## config.mk

```make
export PLATFORM = sky130hd
export DESIGN_NAME = shbool_unit
export DESIGN_NICKNAME = d
export VERILOG_FILES = /design/src/rtl/shbool_pkg.sv /design/src/rtl/shbool_oreg.sv /design/src/rtl/shbool_core.sv /design/src/rtl/shbool_unit.sv
export SDC_FILE = /design/constraint.sdc
export NUM_CORES = 1
export LEC_CHECK = 0
export BUFFER_PORTS_ARGS = -buffer_cell sky130_fd_sc_hd__buf_2
export CAP_MARGIN = 20
export CORE_MARGIN = 4
export CORE_UTILIZATION = 40
export DETAILED_ROUTE_END_ITERATION = 7
export GPL_ROUTABILITY_DRIVEN = 0
export PLACE_DENSITY_LB_ADDON = 0.15
export SETUP_SLACK_MARGIN = 0.2
export SLEW_MARGIN = 0
export SYNTH_ARGS = -nofsm -noshare
export SYNTH_HDL_FRONTEND = slang
export SYNTH_HIERARCHICAL = 1
export SYNTH_SLANG_ARGS = --single-unit
```

## constraint.sdc

```tcl
create_clock -name clk -period 5.5 [get_ports clk]
set_input_delay 0.275 -clock clk [delete_from_list [all_inputs] [get_ports clk]]
set_output_delay 0.275 -clock clk [all_outputs]
set_load 0.01 [all_outputs]
```

## src/rtl/shbool_pkg.sv

```systemverilog
package shbool_pkg;
  typedef enum logic [1:0] {
    SB_SHR  = 2'b00,
    SB_ROR  = 2'b01,
    SB_BOOL = 2'b10,
    SB_DSHR = 2'b11
  } sb_mode_e;

  typedef struct packed {
    sb_mode_e   mode;
    logic [3:0] func;
  } sb_op_t;
endpackage

```

## src/rtl/shbool_oreg.sv

```systemverilog
module shbool_oreg #(
  parameter int W = 16
) (
  input  logic         clk,
  input  logic         rst_n,
  input  logic         ld,
  input  logic [W-1:0] d,
  output logic [W-1:0] q
);
  always_ff @(posedge clk or negedge rst_n) begin
    if (!rst_n)  q <= '0;
    else if (ld) q <= d;
  end
endmodule

```

## src/rtl/shbool_core.sv

```systemverilog
module shbool_core
  import shbool_pkg::*;
#(
  parameter int W  = 16,
  parameter int CW = $clog2(W)
) (
  input  sb_op_t        op,
  input  logic [CW-1:0] cnt,
  input  logic [W-1:0]  a,
  input  logic [W-1:0]  b,
  input  logic [W-1:0]  link,
  output logic [W-1:0]  y
);
  // Right shift of v by n, vacated bits taken from fill (low bits first).
  function automatic logic [W-1:0] shift_fill(input logic [W-1:0] v,
                                              input logic [W-1:0] fill,
                                              input logic [CW-1:0] n);
    logic [W-1:0] r;
    r = '0;
    for (int i = 0; i < W; i++) begin
      int s;
      s = i + int'(n);
      if (s < W) r[i] = v[s];
      else       r[i] = fill[s-W];
    end
    return r;
  endfunction

  // Per-bit truth table lookup, A is the high index bit.
  function automatic logic [W-1:0] bool_tt(input logic [W-1:0] x,
                                           input logic [W-1:0] z,
                                           input logic [3:0] tt);
    logic [W-1:0] r;
    for (int i = 0; i < W; i++) r[i] = tt[{x[i], z[i]}];
    return r;
  endfunction

  logic [W-1:0] fill_sel;

  always_comb begin
    unique case (op.mode)
      SB_ROR:  fill_sel = a;
      SB_DSHR: fill_sel = link;
      default: fill_sel = '0;
    endcase
  end

  always_comb begin
    if (op.mode == SB_BOOL) y = bool_tt(a, b, op.func);
    else                    y = shift_fill(a, fill_sel, cnt);
  end
endmodule

```

## src/rtl/shbool_unit.sv

```systemverilog
module shbool_unit
  import shbool_pkg::*;
#(
  parameter int W  = 16,
  parameter int CW = $clog2(W)
) (
  input  logic          clk,
  input  logic          rst_n,
  input  logic [W-1:0]  a_in,
  input  logic          a_ld,
  input  logic [W-1:0]  b_in,
  input  logic          b_ld,
  input  logic          ctl_wr,
  input  logic [1:0]    ctl_mode,
  input  logic [CW-1:0] ctl_cnt,
  input  logic [3:0]    ctl_func,
  input  logic [W-1:0]  aux_in,
  input  logic          aux_wr,
  input  logic [W-1:0]  link_in,
  output logic [W-1:0]  link_out,
  output logic [W-1:0]  res_out,
  output logic          flag_out
);
  logic [W-1:0]  a_q, b_q, aux_q;
  sb_op_t        op_q;
  logic [CW-1:0] cnt_q;
  logic [W-1:0]  res_d;
  logic          match_d;

  shbool_oreg #(.W(W)) u_areg   (.clk(clk), .rst_n(rst_n), .ld(a_ld),   .d(a_in),   .q(a_q));
  shbool_oreg #(.W(W)) u_breg   (.clk(clk), .rst_n(rst_n), .ld(b_ld),   .d(b_in),   .q(b_q));
  shbool_oreg #(.W(W)) u_auxreg (.clk(clk), .rst_n(rst_n), .ld(aux_wr), .d(aux_in), .q(aux_q));

  always_ff @(posedge clk or negedge rst_n) begin
    if (!rst_n) begin
      op_q  <= '{mode: SB_SHR, func: 4'h0};
      cnt_q <= '0;
    end else if (ctl_wr) begin
      op_q  <= '{mode: sb_mode_e'(ctl_mode), func: ctl_func};
      cnt_q <= ctl_cnt;
    end
  end

  shbool_core #(.W(W), .CW(CW)) u_core (
    .op(op_q), .cnt(cnt_q), .a(a_q), .b(b_q), .link(link_in), .y(res_d)
  );

  assign match_d = (res_d == aux_q);

  always_ff @(posedge clk or negedge rst_n) begin
    if (!rst_n) begin
      res_out  <= '0;
      flag_out <= 1'b0;
    end else begin
      res_out  <= res_d;
      flag_out <= match_d;
    end
  end

  assign link_out = a_q;
endmodule

```

==> run_results.csv, run 1 <==
group,metric,value,unit
critical_path,reg2reg_depth,10,
die,rows,47,
timing,slew_headroom,35.9,%
die,start_util,41.2,%
global_routing,grt_max_degree,76,
placed_design,post-place-ws,0.806,ns
die,core,0.0168,sq mm
cts,clk_latency,0.34,ns
timing,slew_violations,0,
placed_design,dp_hpwl,15800,um
drt,ant_nets,0,
global_routing,track_usage,22.5,%
logic_synthesis,yosys_most_used_dff,"dfrtp_1",
drt,drc_errors,0,
logic_synthesis,syn_nets,638,
timing,setup-tns-final,0,ns
critical_path,critPathTopFamily,"multiplexers",
timing,worst_slew_pin_slew,0.962,ns
cts,cts_resized,0,
global_routing,grt_pass1_vias,5705,
cts,htreeDepth,3,
logic_synthesis,synth.distinct_cells,62,
die,die_h,139,um
critical_path,crit_path_end_kind,"flip-flop",
critical_path,critPathLaunch,"cnt_q[2]$_DFFE_PN0P_",
finish,area_growth,12.7,%
pwr,power_leakage,3.25,nW
finish,drive_above_1_share,47.6,%
logic_synthesis,post_synth_inst_count,547,
die,die-area,0.0194,sq mm
timing,worst_slack,0.668,ns
critical_path,start_kind,"flip-flop",
global_routing,grt_first_pass_wirelength,33800,um
pwr,ir_worst_vdd,0.169,mV
die,pin_count,113,
drt,drt_iter0_drc,565,
critical_path,crit_fanout,18,
critical_path,cp_cell_sequence,"inv_1, ha_1, buf_4, mux4_1, mux4_2, a211oi_1, a31oi_1, xnor2_1, nand4_1, nor4_2",
pwr,p_per_area,325,mW/mm^2
cts,cts_tree,"yes",
timing,fmax,207,MHz
timing,setup_violations,0,
timing,min_period,4.83,ns
finish,antenna_cells,0,
timing,min_period_over_period,87.9,%
critical_path,critical_path_depth,10,
placed_design,portBuffers,112,
drt,vias,5513,
cts,numCtsBuffers,9,
logic_synthesis,synthArstFlopShare,100,%
global_routing,antenna_found_initial,0,
drt,dr.pass1.iters,5,
drt,routed_wl,21900,um
logic_synthesis,ys_seq_elements,75,
timing,finalHoldViolCount,0,
cts,post_cts_buffers,0,
critical_path,worstPathRequired,5.74,ns
finish,final_util,46.4,%
logic_synthesis,ys_warn_count,6,
logic_synthesis,syn_area,0.00690,sq mm
critical_path,critical_path_class,"flip-flop to flip-flop",
run_status,outcome,"completed",
global_routing,overflow,0,
drt,wl_per_cell,26.0,um
cts,clkSinkCount,75,
cts,clk_pin_slew,0.06,ns
hold_path,hold_path_class,"input pin to async pin",
timing,fin_worst_skew,0.00785,ns
critical_path,crit_arrival,5.07,ns
logic_synthesis,syn_avg_cell_area,12.6,sq um
critical_path,r2r-start,"cnt_q[2]$_DFFE_PN0P_",
critical_path,slowest_delay,0.84,ns
finish,nets,708,
cts,cts.path.max_buffers,2,
critical_path,cp_slowest_cell,"dfrtp_1",
drt,vias_per_cell,6.55,
die,die_w,139,um
logic_synthesis,synth-edff-count,0,
cts,ctsHoldBuffers,0,
cts,root_buffer,"clkbuf_16",
logic_synthesis,ys_seq_area_share,27.2,%
run,drv_cap,0,
critical_path,path_buf_inv,2,
timing,rsz0062_at_grt,"false",
area by class of cell:
class,count,area [sq um]
Inverter,7,26.3
Tap cell,220,275
Clock inverter,5,77.6
Timing Repair Buffer,122,638
Sequential cell,75,1880
Clock buffer,11,233
Fill cell,1540,8990
Multi-Input combinational cell,402,4650
per-stage QoR:
stage,power [mW],hold WS [ns],instance area (sq um),instances
after floorplan,1.56,-0.0206,6900,547
after global placement,1.87,0.491,7460,826
after detailed placement,1.89,0.498,7460,826
after CTS,2.53,0.131,7770,842
after global routing,2.65,0.152,7770,842
final,2.52,0.101,7770,842
metal layers:
metal / GRT usage (%) / wire [um] / vias up
met5: 0 / 0 / -
met4: 10.6 / 1050 / 0
met3: 5.59 / 1880 / 78
met2: 35.6 / 10200 / 362
met1: 29.0 / 8720 / 2776
li1: - / - / 2297
placed cells by master (no fill, tap or decap), types with 3 or more instances in the layout:
cell and instances:
xnor2_1 26, nor2_1 19, nand4_1 7, a211oi_1 3, buf_4 11, nor3_1 5
clkbuf_16 9, a41oi_1 3, buf_2 111, mux2_2 50, nand3_1 11, a2111oi_0 3
nand2_1 32, o21ai_0 4, ha_1 11, a31oi_1 9, mux4_2 73, inv_1 6
dfrtp_1 74, mux2_4 31, a21oi_1 13, mux2i_1 43, mux4_1 9, and2_1 3
power breakdown:
part | total [mW] | internal [mW] | switching, mW
sequential | 0.764 | 0.634 | 0.130
combinational | 1.14 | 0.576 | 0.563
clock | 0.620 | 0.396 | 0.224
synth_stat cells, types with 3 or more instances:
cell type	number	area, sq um
nor3_1	5	25.0
dfrtp_1	75	1880
and2_1	3	18.8
mux4_1	9	236
nor2_1	19	71.3
buf_12	3	60.1
a211oi_1	3	22.5
nand2_1	32	120
buf_2	18	90.1
nand3_1	11	55.1
ha_1	11	138
mux2_4	31	465
a2111oi_0	3	26.3
a41oi_1	3	26.3
buf_1	3	11.3
buf_6	5	56.3
clkbuf_1	33	124
a31oi_1	9	56.3
mux2_2	50	563
a21oi_1	13	65.1
inv_1	6	22.5
xnor2_1	26	228
o21ai_0	4	20.0
mux2i_1	43	430
mux4_2	73	1640
nand4_1	7	43.8
flip-flops by register name, indices dropped and copies added, names as in the netlist:
name / cells
cnt_q: 4
flag_out: 1
op_q: 6
res_out: 16
u_areg/q: 16
u_auxreg/q: 16
u_breg/q: 16
cell families after synthesis:
group,after synthesis,share of synthesized area [%]
AO/OA/AOI/OAI,63,6.58
XOR/XNOR,29,3.79
adder cells (fa/ha/maj),11,2.00
buffers and inverters,70,5.44
flip-flops,75,27.2
multiplexers,206,48.4
AND/OR/NAND/NOR,93,6.57
worst paths after layout:
path                            slack [ns]                         to
worst max-delay path                  0.67         flag_out$_DFF_PN0_
worst min-delay path                  0.10  u_auxreg/q[3]$_DFFE_PN0P_
worst max register to register        0.67         flag_out$_DFF_PN0_
worst min register to register        0.53  u_auxreg/q[0]$_DFFE_PN0P_
max in group asynchronous             4.74        op_q[5]$_DFFE_PN0P_
min in group clk                      0.16   u_areg/q[12]$_DFFE_PN0P_
worst reg2reg max path: cells and delay by family, from the launching register on:
family,cells,cell delay [ns]
compound gates,2,0.74
flops,1,0.84
buf+inv,2,0.76
mux,2,1.07
simple gates,2,0.38
fa+ha+maj,1,0.67
xor+xnor,1,0.26
Power figures use the tool's default switching activity.
==> run 2: changes to the inputs <==
==> constraint.sdc (replaced) <==
create_clock -name clk -period 5.65 [get_ports clk]
set_input_delay 0.8475 -clock clk [delete_from_list [all_inputs] [get_ports clk]]
set_output_delay 0.8475 -clock clk [all_outputs]
set_load 0.01 [all_outputs]
==> run 2 against run 1 <==
  * Setup slack gained 0.52 ns
  * Register-to-register slack gained 0.52 ns
  * Global-route usage shrank 0.30 points
  * Largest cell class unchanged
  * Largest power group unchanged
  * First-iteration DRC count shrank 21%
  * Clock power grew 6.9%
  * Die area is the same
  * Final area grew 0.68%
  * Critical path depth grew 1
  * Non-clock buffer count is the same
  * Via count shrank 1.8%
  * Sequential share of layout area shrank 0.16 points
  * Clock-buffer cell count is the same
==> run_results.csv, run 2 (synthesis results as in run 1) <==
group,metric,value,unit
drt,vias_per_cell,6.43,
critical_path,r2r-start,"cnt_q[2]$_DFFE_PN0P_",
critical_path,r2r_slack,1.18,ns
die,core,0.0168,sq mm
cts,root_buffer,"clkbuf_16",
finish,drive_above_1_share,47.7,%
pwr,total_power,2.51,mW
timing,worst_slack,1.18,ns
critical_path,slowest_delay,0.79,ns
cts,clkSinkCount,75,
run,drv_cap,0,
timing,min_period_over_period,79.0,%
drt,wl_per_cell,25.7,um
run_status,outcome,"completed",
pwr,ir_worst_vdd,0.215,mV
global_routing,use_met2,34.4,%
critical_path,cp-endpoint,"flag_out$_DFF_PN0_",
global_routing,grt_pass1_vias,5526,
global_routing,track_usage,22.2,%
cts,htreeDepth,3,
timing,slew_headroom,34.0,%
cts,post_cts_buffers,0,
finish,layout_commonest_cell,"buf_2",
pwr,seqPwrFrac,29.8,%
placed_design,placed_cell_area,0.00746,sq mm
timing,worst_slew_pin_slew,0.983,ns
cts,cts_resized,0,
die,die-area,0.0194,sq mm
timing,fin_worst_skew,0.00652,ns
die,start_util,41.2,%
critical_path,r2r-end,"flag_out$_DFF_PN0_",
critical_path,crit_path_end_kind,"flip-flop",
pwr,p_int,1.62,mW
global_routing,antenna_found_initial,0,
placed_design,portBuffers,112,
pwr,switching_power,888,uW
finish,nets,708,
global_routing,grt_first_pass_wirelength,33200,um
cts,ctsHoldBuffers,0,
finish,most-common-layout-cells,"buf_2 (111), dfrtp_1 (74), mux4_2 (73), mux2_2 (50), mux2i_1 (43)",
global_routing,overflow,0,
timing,finalHoldViolCount,0,
cts,cts.path.max_buffers,2,
finish,final_cell_area,0.00783,sq mm
critical_path,crit_arrival,4.72,ns
global_routing,grt_max_degree,76,
die,rows,47,
critical_path,cp_cell_sequence,"inv_1, ha_1, buf_4, mux4_1, mux2_2, a22o_1, or4_1, a22o_1, xnor2_1, nand4_1, nor4_2",
critical_path,worstPathRequired,5.90,ns
global_routing,use_met3,6.48,%
finish,area_growth,13.5,%
pwr,power_leakage,3.28,nW
pwr,p_sw_share,35.4,%
critical_path,path_buf_inv,2,
timing,min_period,4.47,ns
finish,final_util,46.7,%
die,pin_count,113,
drt,dr.pass1.iters,7,
placed_design,dp_cells,825,
cts,clk_pin_slew,0.06,ns
cts,cts_tree,"yes",
timing,fmax,224,MHz
critical_path,reg2reg_depth,11,
pwr,p_comb_share,43.8,%
critical_path,cp_slowest_cell,"dfrtp_1",
critical_path,crit_fanout,22,
cts,clk_latency,0.35,ns
critical_path,start_kind,"flip-flop",
timing,setup-tns-final,0,ns
finish,fin_cells,842,
cts,numCtsBuffers,9,
drt,vias,5412,
timing,slew_violations,0,
die,die_h,139,um
critical_path,critPathTopFamily,"multiplexers",
drt,drc_errors,0,
timing,worst_hold_slack,0.439,ns
finish,antenna_cells,0,
die,die_w,139,um
drt,ant_nets,0,
critical_path,critical_path_depth,11,
drt,routed_wl,21600,um
placed_design,dp_hpwl,15800,um
placed_design,post-place-ws,1.29,ns
drt,drt_iter0_drc,449,
critical_path,crit_top_cell,"a22o_1",
timing,setup_violations,0,
timing,rsz0062_at_grt,"false",
global_routing,use_met1,29.2,%
pwr,clkPwrFrac,26.4,%
hold_path,hold_path_class,"input pin to async pin",
critical_path,critical_path_class,"flip-flop to flip-flop",
global_routing,busiest_layer,"met2",
critical_path,critPathLaunch,"cnt_q[2]$_DFFE_PN0P_",
pwr,p_per_area,321,mW/mm^2
-- run 2: worst register-to-register path, delay by kind of cell (launching register included) --
| kind | cells | cell delay, ns |
|---|---|---|
| simple gates | 3 | 0.90 |
| mux | 2 | 0.93 |
| compound gates | 2 | 0.45 |
| buf+inv | 2 | 0.74 |
| flops | 1 | 0.79 |
| fa+ha+maj | 1 | 0.40 |
| xor+xnor | 1 | 0.15 |
-- run 2: per-layer routing --
metal	vias up	part of all wire, %
li1	2298	-
met1	2741	40
met2	316	47
met3	57	9.8
met4	0	3.5
met5	-	0
-- run 2: worst min path at each step --
stage | from | endpoint | slack (ns)
after floorplan | op_q[5]$_DFFE_PN0P_ | op_q[5]$_DFFE_PN0P_ | 0.48
after global placement | u_auxreg/q[0]$_DFFE_PN0P_ | u_auxreg/q[0]$_DFFE_PN0P_ | 0.52
after detailed placement | u_auxreg/q[0]$_DFFE_PN0P_ | u_auxreg/q[0]$_DFFE_PN0P_ | 0.52
after CTS | u_auxreg/q[0]$_DFFE_PN0P_ | u_auxreg/q[0]$_DFFE_PN0P_ | 0.54
after global routing | rst_n | u_areg/q[12]$_DFFE_PN0P_ | 0.46
final | rst_n | u_areg/q[12]$_DFFE_PN0P_ | 0.44
-- run 2: area by class of cell --
cell class | instances | area, sq um
fill | 1537 | 8930
multi-input combinational | 402 | 4650
sequential | 75 | 1880
timing repair buffer | 122 | 658
tap | 220 | 275
clock buffer | 11 | 243
clock inverter | 5 | 100
inverter | 7 | 26.3
-- run 2: power by group through the flow --
stage                     Sequential (mW)  Combinational (mW)  Clock [mW]
after floorplan                     0.698               0.821           0
after global placement              0.754                1.07           0
after detailed placement            0.756                1.08           0
after CTS                           0.746                1.08       0.684
after global routing                0.761                1.17       0.705
final                               0.747                1.10       0.663
